===== src/rtl/led_blink_dimmer.sv =====
module led_blink_dimmer #(
  parameter int CW   = 8,
  parameter int NLED = 4
) (
  input  logic              clk,
  input  logic              rst_n,
  input  logic              tick,
  input  logic [CW-1:0]     presc0,
  input  logic [CW-1:0]     duty0,
  input  logic [CW-1:0]     presc1,
  input  logic [CW-1:0]     duty1,
  input  logic [2*NLED-1:0] led_sel,
  output logic [NLED-1:0]   led_n,
  output logic [NLED-1:0]   led_oe
);
  logic fresh;
  logic [1:0][CW-1:0] psc_in, duty_in, psc_q, duty_q, pre_q, phase;
  logic [1:0] step, wrap, blink_on;

  assign psc_in  = {presc1, presc0};
  assign duty_in = {duty1, duty0};

  always_ff @(posedge clk or negedge rst_n)
    if (!rst_n) fresh <= 1'b1;
    else        fresh <= 1'b0;

  for (genvar ch = 0; ch < 2; ch++) begin : g_ch
    assign step[ch]     = tick && !fresh && (pre_q[ch] == psc_q[ch]);
    assign wrap[ch]     = step[ch] && (phase[ch] == {CW{1'b1}});
    assign blink_on[ch] = phase[ch] < duty_q[ch];

    always_ff @(posedge clk or negedge rst_n) begin
      if (!rst_n) begin
        psc_q[ch]  <= '0;
        duty_q[ch] <= '0;
        pre_q[ch]  <= '0;
        phase[ch]  <= '0;
      end else begin
        if (fresh || wrap[ch]) begin
          psc_q[ch]  <= psc_in[ch];
          duty_q[ch] <= duty_in[ch];
        end
        if (tick && !fresh)
          pre_q[ch] <= step[ch] ? '0 : pre_q[ch] + 1'b1;
        if (step[ch])
          phase[ch] <= phase[ch] + 1'b1;
      end
    end
  end

  for (genvar i = 0; i < NLED; i++) begin : g_led
    logic [1:0] mode;
    logic       on;
    assign mode      = led_sel[2*i +: 2];
    assign on        = (mode == 2'b01) ||
                       (mode == 2'b10 && blink_on[0]) ||
                       (mode == 2'b11 && blink_on[1]);
    assign led_oe[i] = on;
    assign led_n[i]  = ~on;
  end
endmodule


===== config.mk =====
export PLATFORM = sky130hd
export DESIGN_NAME = led_blink_dimmer
export DESIGN_NICKNAME = d
export VERILOG_FILES = /design/src/rtl/led_blink_dimmer.sv
export SDC_FILE = /design/constraint.sdc
export NUM_CORES = 1
export LEC_CHECK = 0
export ABC_AREA = 1
export CORE_MARGIN = 10
export CORE_UTILIZATION = 60
export CTS_CLUSTER_SIZE = 12
export DETAILED_ROUTE_END_ITERATION = 12
export DONT_BUFFER_PORTS = 1
export HOLD_SLACK_MARGIN = 0.08
export PLACE_DENSITY = 0.76
export SKIP_CTS_REPAIR_TIMING = 1
export SLEW_MARGIN = 20
export SYNTH_ARGS = -nofsm -noshare
export SYNTH_HDL_FRONTEND = slang
export SYNTH_SLANG_ARGS = --single-unit

===== constraint.sdc =====
create_clock -name clk -period 2.2 [get_ports clk]
set_clock_uncertainty 0.1 [all_clocks]
set_input_delay 0.22 -clock clk [delete_from_list [all_inputs] [get_ports clk]]
set_output_delay 0.22 -clock clk [all_outputs]
set_load 0.01 [all_outputs]

==> Word-level counts from Yosys, hierarchy flattened <==
Index checks and enable logic that the tools add are counted.
{ "word_totals": {"reg_bits": 65, "latch_bits": 0, "mem_bits_rw": 0, "rom_bits": 0, "inputBits": 43, "output_inout_bits": 8, "wordCells": 61, "n_memories": 0} }
{ "classes": {"addsub": 4, "mul": 0, "div_mod_pow": 0, "n_lt_le_gt_ge": 2, "n_eq_ne": 16, "shift": 0, "n_mux": 2, "bitwise": 4, "n_reduce_logical": 24} }
{ "op_table": {"columns": ["operator", "count"], "rows": [
  ["$add A8 B1 Y8 const B", 4],
  ["$eq A2 B2 Y1 const B", 8],
  ["$eq A8 B8 Y1", 2],
  ["$eq A8 B8 Y1 const B", 2],
  ["$lt A8 B8 Y1", 2],
  ["$mux W8", 2],
  ["$logic_and A1 B1 Y1", 13],
  ["$logic_or A1 B1 Y1", 10],
  ["$eq A2 B1 Y1 const B", 4],
  ["$not A1 Y1", 4],
  ["$logic_not A1 Y1", 1]
]} }

==> Depth between registers and ports, before layout <==
{ "depth": {"word_depth": 5, "depth_mapped": 11, "mapped_depth_nobuf": 10} }

==> Least setup slack after synthesis <==
Ideal clock, no wire load.
{ "synth_timing": {"path_kind": "flip-flop to output port", "from": "reg phase[11] (netlist name)", "to": "out led_oe[0]", "t_arrival_ns": 1.382, "required_ns": 1.880, "slack_ns": 0.498, "path_stages_with_launch": 10, "n_path_buf": 1, "cell_sequence": "dfrtp_1 > ha_1 > nand2_1 > o21ai_0 > nand2_1 > nand2_1 > nand2_1 > nand2_1 > nand2_1 > buf_4"} }
{ "synth_between": {"elab_chain_len": 3} }
{ "synth_rtl": {"columns": ["element", "line_no", "text"], "rows": [
  ["start: declaration", "17", "logic [1:0][CW-1:0] psc_in, duty_in, psc_q, duty_q, pre_q, phase;"],
  ["start signal: indexed assignment", "46", "phase[ch] <= phase[ch] + 1'b1;"],
  ["$lt A8 B8 Y1", "30", "assign blink_on[ch] = phase[ch] < duty_q[ch];"],
  ["$logic_and A1 B1 Y1", "57", "(mode == 2'b11 && blink_on[1]);"],
  ["$logic_or A1 B1 Y1", "56", "(mode == 2'b10 && blink_on[0]) ||"],
  ["end: declaration", "14", "output logic [NLED-1:0] led_oe"]
]} }
No other way between the ends.

==> Final worst setup path <==
{ "layout_timing": {"from": "reg phase[11] (netlist name)", "to": "out led_n[0]"} }
{ "layout_between": {"elab_chain_len": 4} }
{ "layout_rtl": {"columns": ["element", "line_no", "text"], "rows": [
  ["$lt A8 B8 Y1", "30", null],
  ["$logic_and A1 B1 Y1", "57", null],
  ["$logic_or A1 B1 Y1", "56", null],
  ["$not A1 Y1", "59", "assign led_n[i] = ~on;"],
  ["end: declaration", "13", "output logic [NLED-1:0] led_n,"]
]} }
No other way between the ends.

==> impl_metrics.py <==
metrics = {
    "worst_setup_path": {
        "r2r_end": "duty_q[5]",
        "regToRegSetupSlack_ns": 0.26,
        "worstSetupPathType": "flop to primary output",
        "r2r_start": "phase[1]",
        "rr_worst_depth": 8,
        "worst-path-max-fanout": 8,
        "cp-end-kind": "primary output",
        "crit_path_start_kind": "flop",
        "arrival_ns": 1.79,
        "required_ns": 1.88,
    },
    "global_routing": {
        "grt_pass1_wl_microns": 14600,
        "antenna_found_initial": 0,
        "grt_max_degree": 66,
        "gr-total-overflow": 0,
        "busiest_layer": "met2",
        "grt_use_total": 0.174,
        "use_met3": 0.0459,
        "grt_pass1_vias": 3311,
        "grtUsageMet1": 0.197,
        "met2_usage": 0.309,
    },
    "die": {
        "rows": 29,
        "die_y_microns": 102,
        "initial_core_util": 0.627,
        "dieArea_sq_um": 10400,
        "io_pins": 51,
        "coreArea_sq_um": 6420,
        "die_w_microns": 102,
    },
    "sta": {
        "grt_setup_unrepaired": "true",
        "setup_viol": 0,
        "layout_min_cycle_time_ns": 2.11,
        "clock.fmax_mhz": 474,
        "tns_ns": 0,
        "worst_slack_ns": 0.0919,
        "maxSlewViolCount": 0,
        "period_share": 0.958,
        "hold_viol": 0,
    },
    "placed_design": {
        "pre_cts_ws_ns": 0.193,
        "place.gp.congestion": 0.911,
        "port_buffers": 0,
        "post-dp-hpwl_microns": 6350,
        "dpl_cell_area_sq_um": 4030,
    },
    "synth": {
        "synthesis.nets": 605,
        "synth_xor_area_frac": 0.0305,
        "synth_top_area_frac": 0.398,
        "synth-simple-area-share": 0.370,
        "ys_seq_elements": 65,
        "synth_compound_area_frac": 0.0416,
        "synthTopCellsByArea": "dfrtp_1 (40%), nand2_1 (16%), nand3_1 (7.8%)",
        "synth.distinct_cells": 35,
        "syn_avg_cell_area_sq_um": 7.40,
        "synth_top_area_cell": "dfrtp_1",
        "postSynthCellCount": 544,
        "synthAdderAreaFrac": 0.0559,
        "synth_mux_area_frac": 0,
        "ys_seq_area_frac": 0.404,
        "ys.warnings.count": 0,
        "synth_top_family_by_area": "simple AND/OR/NAND/NOR gates",
        "syn_area_sq_um": 4030,
    },
    "clocking": {
        "cts.clk_slew.worst_paths_ns": 0.08,
        "clock-sinks": 65,
        "clk_latency_ns": 0.34,
        "clock_path_buffers": 2,
        "cts_tree": "yes",
        "root_buffer": "clkbuf_8",
        "cts_made_buffers": 9,
        "htreeDepth": 3,
    },
    "layout": {
        "postLayoutCoreUtil": 0.724,
        "multiInputGateArea_sq_um": 2050,
        "final_area_sq_um": 4650,
        "layout.nets": 641,
        "syn2layout_area_growth_pct": 15.5,
        "drive_gt1_frac": 0.123,
        "register_area_sq_um": 1630,
        "final_cell_mix": "nand2_1 (165), inv_1 (68), nand3_1 (63), dfrtp_1 (63), nor2_1 (35)",
        "antenna_cells": 0,
        "final_common_cell": "nand2_1",
        "fill_cells": 513,
    },
    "route": {
        "vias": 3535,
        "drtIter0Drc": 98,
        "vias_per_cell": 5.34,
        "wl_per_cell_microns": 13.9,
        "detail-route-antenna-nets": 0,
        "routed_wl_microns": 9190,
        "drc_errors": 0,
        "first_pass_iters": 5,
    },
    "power_and_ir_drop": {
        "vdd_drop_max_mv": 0.555,
        "p_per_area_nw_per_um2": 791,
        "p_leak_nw": 2.46,
        "totalPowerFinal_mw": 3.68,
    },
    "min_path": {
        "hold_class": "input pin to asynchronous set/reset pin",
    },
    "run_status": {
        "outcome": "completed",
    },
    "job": {
        "drv_cap": 0,
    },
}
## synthesized netlist by cell type, drive strengths merged
master	n
xor2	8
nor2	43
o21a	2
ha	18
o21bai	2
nand2	194
nand3	65
and3	5
inv	74
nor3	7
buf	13
nand4	8
a21boi	1
dfrtp	64
conb	1
clkinv	1
xnor2	6
nand3b	1
dfstp	1
nand2b	1
o21ai	18
clkbuf	1
a21oi	8
nor4	1
or2	1
## through the flow
stage                     instances  hold WS, ns
final                           662        0.314
after global placement          609       -0.172
after detailed placement        609       -0.172
after global routing            662        0.344
after CTS                       625       -0.546
after floorplan                 544       -0.176
## flip-flops by register name, summed over array words and instances (netlist names)
signal and flops:
duty_q 16, phase 16, fresh 1, psc_q 16, pre_q 16
## routing by layer
| metal | part of all wire | routed length [microns] | vias to the layer above |
|---|---|---|---|
| met2 | 0.52 | 4740 | 78 |
| met3 | 0.040 | 370 | 16 |
| li1 | - | - | 1773 |
| met1 | 0.43 | 3940 | 1668 |
| met5 | 0 | 0 | - |
| met4 | 0.016 | 144 | 0 |
## power breakdown
| group | switching, mW | internal [mW] |
|---|---|---|
| Combinational | 0.632 | 0.423 |
| Sequential | 0.214 | 1.40 |
| Clock | 0.456 | 0.553 |
## worst max-delay path, cell delays in order (launching register included)
cell and delay, ns:
dfrtp_2 0.46, ha_4 0.29, nand2_1 0.06, o21ai_2 0.15
nand2_1 0.11, nand2_4 0.13, nor2_1 0.07, nor2_2 0.17
## final cells by class
class / instances / share of cell area
clock inverters: 3 / 0.00861
repair buffers: 39 / 0.0856
inverters: 75 / 0.0608
well taps: 77 / 0.0207
multi-input cells: 390 / 0.442
clock buffers: 13 / 0.0320
flip-flops and latches: 65 / 0.350
## logic make-up (layout without fill, tap and decap cells)
logic type,Yosys count,in the layout
buffers and inverters,89,130
adders and majority gates,18,18
DFF,65,65
other,1,1
xor gates and xnor gates,14,14
and+or+nand+nor,326,326
AOI/OAI and AO/OA,31,31
## how the worst max path moves through the flow
stage | startpoint | to | slack, ns | depth (start not counted)
after floorplan | phase[11] | led_oe[0] | 0.50 | 9
after global placement | phase[11] | led_n[3] | 0.23 | 7
after detailed placement | phase[11] | led_n[1] | 0.19 | 7
after CTS | phase[11] | led_n[1] | -0.20 | 7
after global routing | duty_q[1] | led_n[3] | -0.03 | 9
final | phase[11] | led_n[0] | 0.09 | 7
No activity file was read; power rests on OpenSTA's default activity.
